<file path="config.mk">
export PLATFORM = sky130hd
export DESIGN_NAME = fmon_top
export DESIGN_NICKNAME = d
export VERILOG_FILES = /design/src/rtl/fmon_pkg.sv /design/src/rtl/fmon_edge.sv /design/src/rtl/fmon_window.sv /design/src/rtl/fmon_accum.sv /design/src/rtl/fmon_top.sv
export SDC_FILE = /design/constraint.sdc
export NUM_CORES = 1
export LEC_CHECK = 0
export ABC_AREA = 1
export BUFFER_PORTS_ARGS = -buffer_cell sky130_fd_sc_hd__buf_4
export CAP_MARGIN = 15
export CORE_ASPECT_RATIO = 0.6
export CORE_MARGIN = 2
export CORE_UTILIZATION = 60
export DETAILED_ROUTE_END_ITERATION = 8
export PLACE_DENSITY = 0.81
export SLEW_MARGIN = 20
export SYNTH_ARGS = -nofsm -noshare
export SYNTH_HDL_FRONTEND = slang
export SYNTH_SLANG_ARGS = --single-unit
</file>
<file path="constraint.sdc">
create_clock -name clk -period 4.1 [get_ports clk]
set_clock_uncertainty 0.2 [all_clocks]
set_input_delay 0.615 -clock clk [delete_from_list [all_inputs] [get_ports clk]]
set_output_delay 0.615 -clock clk [all_outputs]
set_load 0.1 [all_outputs]
</file>
<file path="src/rtl/fmon_pkg.sv">
package fmon_pkg;

   typedef struct packed {
      logic       win_mode;
      logic [1:0] fault;
      logic [1:0] div;
      logic       sleep_run;
      logic       stop_idle;
      logic       enable;
   } ctrl_t;

   localparam logic [2:0] A_CTRL   = 3'd0;
   localparam logic [2:0] A_PERIOD = 3'd1;
   localparam logic [2:0] A_LOW    = 3'd2;
   localparam logic [2:0] A_HIGH   = 3'd3;
   localparam logic [2:0] A_CAPT   = 3'd4;
   localparam logic [2:0] A_STAT   = 3'd5;

   localparam logic [1:0] FI_NONE  = 2'b00;
   localparam logic [1:0] FI_MON_H = 2'b01;
   localparam logic [1:0] FI_REF_H = 2'b10;
   localparam logic [1:0] FI_BLANK = 2'b11;

   localparam logic [1:0] DV_1 = 2'b00;
   localparam logic [1:0] DV_2 = 2'b01;
   localparam logic [1:0] DV_4 = 2'b10;

   localparam int CTRL_W = $bits(ctrl_t);
   localparam ctrl_t CTRL_RST = ctrl_t'(8'h01);

endpackage

</file>
<file path="src/rtl/fmon_edge.sv">
module fmon_edge #(
   parameter int STAGES = 2
) (
   input  logic clk,
   input  logic rst_n,
   input  logic din,
   output logic rise
);
   generate
      if (STAGES < 2) begin : g_bad_stages
         $error("fmon_edge: STAGES must be at least 2");
      end
   endgenerate

   logic [STAGES:0] sh_q;

   always_ff @(posedge clk) begin
      if (!rst_n) sh_q <= '0;
      else        sh_q <= {sh_q[STAGES-1:0], din};
   end

   assign rise = sh_q[STAGES-1] & ~sh_q[STAGES];

endmodule

</file>
<file path="src/rtl/fmon_window.sv">
module fmon_window #(
   parameter int PER_W = 32
) (
   input  logic             clk,
   input  logic             rst_n,
   input  logic             active,
   input  logic             ref_pulse,
   input  logic [PER_W-1:0] period,
   input  logic             win_mode,
   output logic             gen_q,
   output logic             win_start,
   output logic             win_end
);
   generate
      if (PER_W < 2) begin : g_bad_per
         $error("fmon_window: PER_W must be at least 2");
      end
   endgenerate

   logic [PER_W-1:0] cnt_q;
   logic             per_on;
   logic             toggle;

   assign per_on = (period != '0);
   assign toggle = active & ref_pulse & per_on & (cnt_q >= period - 1'b1);

   always_ff @(posedge clk) begin
      if (!rst_n || !per_on) begin
         cnt_q <= '0;
         gen_q <= 1'b0;
      end else if (active && ref_pulse) begin
         if (toggle) begin
            cnt_q <= '0;
            gen_q <= ~gen_q;
         end else begin
            cnt_q <= cnt_q + 1'b1;
         end
      end
   end

   assign win_start = toggle & ~gen_q;
   assign win_end   = win_mode ? (toggle & gen_q) : (toggle & ~gen_q);

   AST_NO_WIN_INACTIVE: assert property (@(posedge clk) disable iff (!rst_n)
      !active |-> !win_end);
   AST_MODE1_FALL: assert property (@(posedge clk) disable iff (!rst_n)
      (win_end && win_mode) |=> !gen_q);
   AST_NO_PERIOD_NO_GEN: assert property (@(posedge clk) disable iff (!rst_n)
      (period == '0) |=> !gen_q);

endmodule

</file>
<file path="src/rtl/fmon_accum.sv">
module fmon_accum #(
   parameter int CNT_W    = 16,
   parameter bit SATURATE = 1'b1
) (
   input  logic             clk,
   input  logic             rst_n,
   input  logic             active,
   input  logic             mon_pulse,
   input  logic [1:0]       div_sel,
   input  logic             win_mode,
   input  logic             gen_q,
   input  logic             win_start,
   input  logic             win_end,
   output logic [CNT_W-1:0] cap_q,
   output logic             cap_stb
);
   import fmon_pkg::*;

   logic [1:0]       pre_q;
   logic [1:0]       pre_lim;
   logic             tick;
   logic             count_en;
   logic [CNT_W-1:0] acc_q;
   logic [CNT_W-1:0] acc_inc;
   logic [CNT_W-1:0] cap_next;

   always_comb begin
      unique case (div_sel)
         DV_2:    pre_lim = 2'd1;
         DV_4:    pre_lim = 2'd3;
         default: pre_lim = 2'd0;
      endcase
   end

   always_ff @(posedge clk) begin
      if (!rst_n) pre_q <= '0;
      else if (active && mon_pulse) pre_q <= (pre_q >= pre_lim) ? 2'd0 : pre_q + 2'd1;
   end

   assign tick     = active & mon_pulse & (pre_q >= pre_lim);
   assign count_en = tick & (gen_q | ~win_mode);

   generate
      if (SATURATE) begin : g_sat
         assign acc_inc = (&acc_q) ? acc_q : acc_q + 1'b1;
      end else begin : g_wrap
         assign acc_inc = acc_q + 1'b1;
      end
   endgenerate

   assign cap_next = count_en ? acc_inc : acc_q;

   always_ff @(posedge clk) begin
      if (!rst_n) begin
         acc_q   <= '0;
         cap_q   <= '0;
         cap_stb <= 1'b0;
      end else begin
         cap_stb <= win_end;
         if (win_end) begin
            cap_q <= cap_next;
            acc_q <= '0;
         end else if (win_start) begin
            acc_q <= '0;
         end else if (count_en) begin
            acc_q <= acc_inc;
         end
      end
   end

   AST_ACC_FROZEN: assert property (@(posedge clk) disable iff (!rst_n)
      !active |=> $stable(acc_q));
   AST_CAP_ONLY_AT_END: assert property (@(posedge clk) disable iff (!rst_n)
      !win_end |=> $stable(cap_q));

endmodule

</file>
<file path="src/rtl/fmon_top.sv">
module fmon_top #(
   parameter int DATA_W   = 32,
   parameter int PER_W    = 32,
   parameter int CNT_W    = 16,
   parameter int STAGES   = 2,
   parameter bit SATURATE = 1'b1
) (
   input  logic              clk,
   input  logic              rst_n,
   input  logic              mon_clk_i,
   input  logic              ref_clk_i,
   input  logic              idle_i,
   input  logic              sleep_i,
   input  logic              wr_en_i,
   input  logic [2:0]        wr_addr_i,
   input  logic [DATA_W-1:0] wr_data_i,
   input  logic [2:0]        rd_addr_i,
   output logic [DATA_W-1:0] rd_data_o,
   output logic [CNT_W-1:0]  cap_count_o,
   output logic              over_o,
   output logic              under_o
);
   import fmon_pkg::*;

   generate
      if (CNT_W < 2 || CNT_W > DATA_W) begin : g_bad_cnt
         $error("fmon_top: CNT_W must lie in 2..DATA_W");
      end
      if (PER_W > DATA_W || DATA_W < CTRL_W) begin : g_bad_data
         $error("fmon_top: DATA_W too narrow");
      end
   endgenerate

   ctrl_t            ctrl_q;
   logic [PER_W-1:0] period_q;
   logic [CNT_W-1:0] low_q;
   logic [CNT_W-1:0] high_q;
   logic             over_q;
   logic             under_q;
   logic             active;
   logic             mon_rise;
   logic             ref_rise;
   logic             mon_ph_q;
   logic             ref_ph_q;
   logic             mon_pulse;
   logic             ref_pulse;
   logic             gen_q;
   logic             win_start;
   logic             win_end;
   logic [CNT_W-1:0] cap_q;
   logic             cap_stb;
   logic             clr_under;
   logic             clr_over;
   logic             unused_bits;

   assign unused_bits = ^wr_data_i;

   // register file
   always_ff @(posedge clk) begin
      if (!rst_n) begin
         ctrl_q   <= CTRL_RST;
         period_q <= '0;
         low_q    <= '0;
         high_q   <= '1;
      end else if (wr_en_i) begin
         unique case (wr_addr_i)
            A_CTRL:   ctrl_q   <= ctrl_t'(wr_data_i[CTRL_W-1:0]);
            A_PERIOD: period_q <= wr_data_i[PER_W-1:0];
            A_LOW:    low_q    <= wr_data_i[CNT_W-1:0];
            A_HIGH:   high_q   <= wr_data_i[CNT_W-1:0];
            default:  ;
         endcase
      end
   end

   always_comb begin
      rd_data_o = '0;
      unique case (rd_addr_i)
         A_CTRL:   rd_data_o[CTRL_W-1:0] = ctrl_q;
         A_PERIOD: rd_data_o[PER_W-1:0]  = period_q;
         A_LOW:    rd_data_o[CNT_W-1:0]  = low_q;
         A_HIGH:   rd_data_o[CNT_W-1:0]  = high_q;
         A_CAPT:   rd_data_o[CNT_W-1:0]  = cap_q;
         A_STAT:   rd_data_o[1:0]        = {over_q, under_q};
         default:  rd_data_o = '0;
      endcase
   end

   // power qualification
   assign active = ctrl_q.enable
                 & ~(ctrl_q.stop_idle & idle_i)
                 & ~(sleep_i & ~ctrl_q.sleep_run);

   // edge detection
   fmon_edge #(.STAGES(STAGES)) u_mon_edge (
      .clk(clk), .rst_n(rst_n), .din(mon_clk_i), .rise(mon_rise));
   fmon_edge #(.STAGES(STAGES)) u_ref_edge (
      .clk(clk), .rst_n(rst_n), .din(ref_clk_i), .rise(ref_rise));

   // fault injection
   always_ff @(posedge clk) begin
      if (!rst_n) begin
         mon_ph_q <= 1'b0;
         ref_ph_q <= 1'b0;
      end else begin
         if (active && mon_rise) mon_ph_q <= ~mon_ph_q;
         if (active && ref_rise) ref_ph_q <= ~ref_ph_q;
      end
   end

   always_comb begin
      mon_pulse = mon_rise;
      ref_pulse = ref_rise;
      unique case (ctrl_q.fault)
         FI_MON_H: mon_pulse = mon_rise & mon_ph_q;
         FI_REF_H: ref_pulse = ref_rise & ref_ph_q;
         FI_BLANK: mon_pulse = 1'b0;
         default:  ;
      endcase
   end

   fmon_window #(.PER_W(PER_W)) u_window (
      .clk(clk), .rst_n(rst_n), .active(active), .ref_pulse(ref_pulse),
      .period(period_q), .win_mode(ctrl_q.win_mode), .gen_q(gen_q),
      .win_start(win_start), .win_end(win_end));

   fmon_accum #(.CNT_W(CNT_W), .SATURATE(SATURATE)) u_accum (
      .clk(clk), .rst_n(rst_n), .active(active), .mon_pulse(mon_pulse),
      .div_sel(ctrl_q.div), .win_mode(ctrl_q.win_mode), .gen_q(gen_q),
      .win_start(win_start), .win_end(win_end), .cap_q(cap_q),
      .cap_stb(cap_stb));

   // sticky limit flags
   assign clr_under = wr_en_i & (wr_addr_i == A_STAT) & wr_data_i[0];
   assign clr_over  = wr_en_i & (wr_addr_i == A_STAT) & wr_data_i[1];

   always_ff @(posedge clk) begin
      if (!rst_n) begin
         under_q <= 1'b0;
         over_q  <= 1'b0;
      end else begin
         if (cap_stb && (cap_q < low_q))  under_q <= 1'b1;
         else if (clr_under)              under_q <= 1'b0;
         if (cap_stb && (cap_q > high_q)) over_q  <= 1'b1;
         else if (clr_over)               over_q  <= 1'b0;
      end
   end

   assign cap_count_o = cap_q;
   assign over_o      = over_q;
   assign under_o     = under_q;

   AST_OVER_SET: assert property (@(posedge clk) disable iff (!rst_n)
      (cap_stb && (cap_q > high_q)) |=> over_q);
   AST_UNDER_SET: assert property (@(posedge clk) disable iff (!rst_n)
      (cap_stb && (cap_q < low_q)) |=> under_q);
   AST_OVER_STICKY: assert property (@(posedge clk) disable iff (!rst_n)
      (over_q && !clr_over) |=> over_q);
   AST_BLANK_NO_EDGE: assert property (@(posedge clk) disable iff (!rst_n)
      (ctrl_q.fault == FI_BLANK) |-> !mon_pulse);
   AST_CTRL_RESET: assert property (@(posedge clk)
      !rst_n |=> (ctrl_q == CTRL_RST));

endmodule

</file>
---- Yosys cells after proc, flatten, opt, wreduce, memory -nomap -nowiden ----
Index checks and enable logic that the tools add are counted.
word-level totals
  register bits ........................... 150
  logic and storage cells ................. 110
  bits of input ports ..................... 45
  output and inout bits ................... 50
operators by class
  mux-type cells .......................... 16
  reduce and logical (&&, ||, !) cells .... 21
  bitwise operators ....................... 30
  $lt $le $gt $ge ......................... 4
  add/sub/neg operators ................... 4
  eq/ne operators ......................... 14
operators with widths
  cell                     number
  $mux W16                 3
  $add A32 B1 Y32 const B  1
  $ge A32 B32 Y1           1
  $mux W32                 1
  $pmux W8 S4              1
  $reduce_bool A32 Y1      1
  $sub A32 B1 Y32 const B  1
  $pmux W6 S5              1
  $and A1 B1 Y1            19
  $add A16 B1 Y16 const B  1
  $gt A16 B16 Y1           1
  $lt A16 B16 Y1           1
  $reduce_and A16 Y1       1
  $eq A3 B2 Y1 const B     4
  $pmux W2 S6              1
  $not A1 Y1               10
  $reduce_and A2 Y1        5
  $eq A3 B3 Y1 const B     3
  $eq A2 B2 Y1 const B     3
  $eq A3 B1 Y1 const B     2
  $logic_and A1 B1 Y1      6
  $logic_not A3 Y1         2
  $mux W1                  6
  $eq A2 B1 Y1 const B     2
  other kinds (10)         12

---- Longest topological paths before layout ----
  word-level depth ........................ 10
  mapped depth ............................ 23
  depth with buffers taken out ............ 22

---- Cells and area by module ----
A second synthesis with hierarchy kept.
second synthesis, totals
  cells, all modules ...................... 1,351
  area, all modules ....................... 9,282.7 µm²
by module, submodules not included
  module       sequential area each (µm²)  cells an instance  times used  area an instance (µm²)
  fmon_top     1,521.5                     562                1           4,031.4
  fmon_window  660.6                       490                1           3,200.6
  fmon_accum   700.7                       277                1           1,865.5
  fmon_edge    60.1                        11                 2           92.6

---- Least setup slack after synthesis ----
OpenSTA, ideal clock, no wires.
  kind .................................... input to output
  from .................................... input rd_addr_i[1]
  to ...................................... output rd_data_o[4]
  arrival ................................. 3.455 ns
  stages on the path ...................... 5
  required time ........................... 3.285 ns
  buffers on the path ..................... 1
  path slack .............................. -0.170 ns
  cells stage by stage .................... inv_1 nor3_1 inv_1 clkbuf_1 o21ai_0
between the ends
  word-level cells in the longest chain between the ends .. 2
  elaborated cells between the ends (all ways) .. 6
  those cells by class .................... 4 x eq/ne; 1 x mux; 1 x reduce/logical
ends and longest elaborated chain
  item                                        line            text
  start: declaration                          fmon_top.sv:17  input logic [2:0] rd_addr_i,
  $eq A3 B3 Y1, or another cell as far along  fmon_top.sv:78  unique case (rd_addr_i)
  $pmux W6 S5 *                               fmon_top.sv:78
  end: declaration                            fmon_top.sv:18  output logic [DATA_W-1:0] rd_data_o,
Mark *: on every way between the ends. The rest lies on a longest branch, timed or not.

---- Final worst setup path ----
  from .................................... register period_q[0]
  to ...................................... register u_window.cnt_q[7]
between the ends
  word-level cells in the longest chain between the ends .. 4
  elaborated cells between the ends (all ways) .. 8
  those cells by class .................... 1 x add/sub; 1 x order compare; 1 x mux; 2 x bitwise; 3 x reduce/logical
ends and longest elaborated chain
  item                                                           line                                  text
  start: declaration                                             fmon_top.sv:35                        logic [PER_W-1:0] period_q;
  start signal: assignment                                       fmon_top.sv:68                        A_PERIOD: period_q <= wr_data_i[PER_W-1:0];
  $sub A32 B1 Y32 / $reduce_bool A32 Y1 (equally long branches)  fmon_window.sv:25, fmon_window.sv:24
  $ge A32 B32 Y1 / $and A1 B1 Y1 (equally long branches)         fmon_window.sv:25                     assign toggle = active & ref_pulse & per_on & (cnt_q >= period - 1'b1);
  $and A1 B1 Y1                                                  fmon_window.sv:25
  $mux W32                                                       fmon_window.sv:32                     if (toggle) begin
  end signal: assignment                                         fmon_window.sv:36                     cnt_q <= cnt_q + 1'b1;
  end: declaration                                               fmon_window.sv:20                     logic [PER_W-1:0] cnt_q;
Parallel ways exist; a longest one is shown, timed or not.
A chain may end at the register's enable or synchronous reset.

==> results_dict.tcl <==
set metrics [dict create \
    vias 9321 \
    crit_fanout 32 \
    numCtsBuffers 17 \
    grt_max_degree 99 \
    ios 95 \
    finalSetupViolations 0 \
    hold_viol_final 0 \
    worstPathRequired_ps 4250 \
    antenna_found_initial 0 \
    final_common_cell "nand2_1" \
    min_period_over_period 0.921 \
    drc_errors 0 \
    antennaDiodeCount 0 \
    drt_iter0_drc 1150 \
    die-area_um2 16300 \
    worstHoldStart "ref_clk_i" \
    slew_headroom 0.329 \
    globalplace.congestion 0.947 \
    cts.path.max_buffers 2 \
    clkSlewWorstSetupHoldPaths_ps 70 \
    cts_tree "done" \
    path_class "register to register" \
    grt.total_usage 0.347 \
    startpoint "period_q[0]" \
    post-dp-hpwl_um 20600 \
    fp.dieH_um 99.7 \
    ys_ff_latch 150 \
    cts_root_buffer "clkbuf_16" \
    leakage_nw 4.94 \
    grt-ovfl-total 0 \
    drtAntennaViolNets 0 \
    ctsHoldBuffers 0 \
    wirelength_um 27600 \
    powerDensity_nw_per_um2 355 \
    portBuffers 94 \
    avgSynthCellArea_um2 6.92 \
    synth_cells 1324 \
    finalMaxSlewViolations 0 \
    syn-num-nets 1438 \
    wl_per_cell_um 17.0 \
    power.total_mw 3.79 \
    irDropWorstVdd_mv 0.260 \
    maxCapViolCount 0 \
    reg2reg_setup_slack_ps 330 \
    ys_seq_area_frac 0.328 \
    nets 1525 \
    grt_pass1_vias 8539 \
    worstPathArrival_ps 3920 \
    clock-sinks 150 \
    core_um2 14700 \
    rows 34 \
    netlist-cell-type-count 49 \
    run_status "completed" \
    reg2reg_from "period_q[0]" \
    grt_pass1_wl_um 44500 \
    ctsHtreeMaxLevel 4 \
    synth_warnings 0 \
    drive_gt1_frac 0.129 \
    max_freq_ghz 0.265 \
    die_w_um 164 \
    final_cell_mix "244 x nand2_1, 186 x inv_1, 157 x nor2_1" \
    synth_area_um2 9170 \
    drtPass1Iterations 8 \
    worst_skew_pair.late_latency_ps 430 \
    routed_via_density 5.75 \
    endpoint_kind "register" \
    holdCritPathClass "input pin to register" \
    finalCriticalPeriod_ps 3770 \
    synthToLayoutAreaGrowth_pct 16.4 \
    worst_pin_slew_ps 1000 \
    start_util 0.623 \
    final.setup.tns_ps 0 \
    grt_setup_unrepaired "false" \
    critPathLaunchType "register" \
]
[worst paths after layout]
kind                                            to  cells after the start
worst min register to register  u_ref_edge.sh_q[1]                      2
worst max register to register   u_window.cnt_q[7]                     22
worst max-delay path             u_window.cnt_q[7]                     22
worst min-delay path            u_ref_edge.sh_q[0]                      3
[cells in the mapped netlist (all sizes together)]
cell type / n / share of area
a221o: 5 / 0.0055
a211oi: 2 / 0.0016
o22ai: 9 / 0.0061
inv: 191 / 0.078
clkinv: 4 / 0.0018
nand3: 74 / 0.044
o21a: 3 / 0.0025
nand3b: 1 / 0.00082
o2111ai: 5 / 0.0048
ha: 69 / 0.094
nor3b: 1 / 0.0014
a21boi: 1 / 0.00082
nor4: 1 / 0.00068
xnor2: 12 / 0.011
o211ai: 4 / 0.0033
nor3: 40 / 0.031
nand4: 41 / 0.029
o2bb2ai: 1 / 0.00096
dfxtp: 150 / 0.33
a21oi: 95 / 0.052
buf: 11 / 0.0074
o21bai: 1 / 0.00082
a31oi: 2 / 0.0014
a21o: 2 / 0.0016
xor2: 36 / 0.034
a221oi: 5 / 0.0048
clkbuf: 29 / 0.012
or2: 4 / 0.0027
nand2: 249 / 0.10
o21ai: 106 / 0.058
a22oi: 4 / 0.0033
nor2: 166 / 0.072
[metal layers]
| metal | vias to the layer above | part of all wire | global-route usage |
|---|---|---|---|
| met1 | 4235 | 0.47 | 0.526 |
| met5 | - | 0 | 0 |
| met3 | 39 | 0.12 | 0.0767 |
| met4 | 0 | 0.012 | 0.0762 |
| met2 | 506 | 0.40 | 0.500 |
| li1 | 4541 | - | - |
[state kept, by name (all words and copies together) (netlist names), 2 cells and up]
name             cells
ctrl_q               8
u_accum.acc_q       16
period_q            32
u_ref_edge.sh_q      3
u_accum.pre_q        2
high_q              16
u_window.cnt_q      32
low_q               16
u_mon_edge.sh_q      3
u_accum.cap_q       16
[power breakdown]
part           switching [mW]  internal, mW
clock network           0.680         0.984
registers              0.0225          1.49
logic                   0.420         0.192
[area by class of cell]
type,count,area (µm²)
sequential,150,3000
fill,1199,4040
tap,198,248
clock inverter,13,171
inverter,195,733
timing repair buffer,108,815
multi-input combinational,939,5260
clock buffer,19,443
[what timing repair did]
action,4_1_cts,5_1_grt
resized for setup,0,1
setup buffers,0,2
endpoints found under the setup margin,0,41
[critical path, cell delays in order (launching register included)]
cell     delay [ps]
dfxtp_1         300
inv_1           130
ha_1            220
nand2_1          80
nor2_2          170
nand2_1         120
nor3_4          220
nand2_2         120
nor3_2          190
nand2_1         140
nor2_2          120
xor2_1          180
ha_1            260
nand2_1          90
nor2_1           70
nand2_1          80
inv_1            40
a21oi_1         210
nand2_1         180
nand2_1         120
nand2_1          70
buf_6           220
nor3_1          150
[through the flow]
step | area [µm²] | util | hold WS (ps) | setup slack (ps) | instances
after floorplan | 9170 | - | 190 | 33.8 | 1324
after global placement | 10000 | 0.682 | 194 | 542 | 1588
after detailed placement | 10000 | 0.682 | 200 | 355 | 1588
after CTS | 10700 | 0.724 | 163 | 345 | 1620
after global routing | 10700 | 0.725 | 178 | 7.60 | 1622
final | 10700 | 0.725 | 165 | 325 | 1622
[kinds of logic after synthesis]
logic type               share of synthesized area
XOR/XNOR                                    0.0459
adder cells (fa/ha/maj)                     0.0942
AND/OR/NAND/NOR                              0.285
flip-flops                                   0.328
buffers and inverters                       0.0992
AO/OA/AOI/OAI                                0.148
No activity file was read; power rests on OpenSTA's default activity.
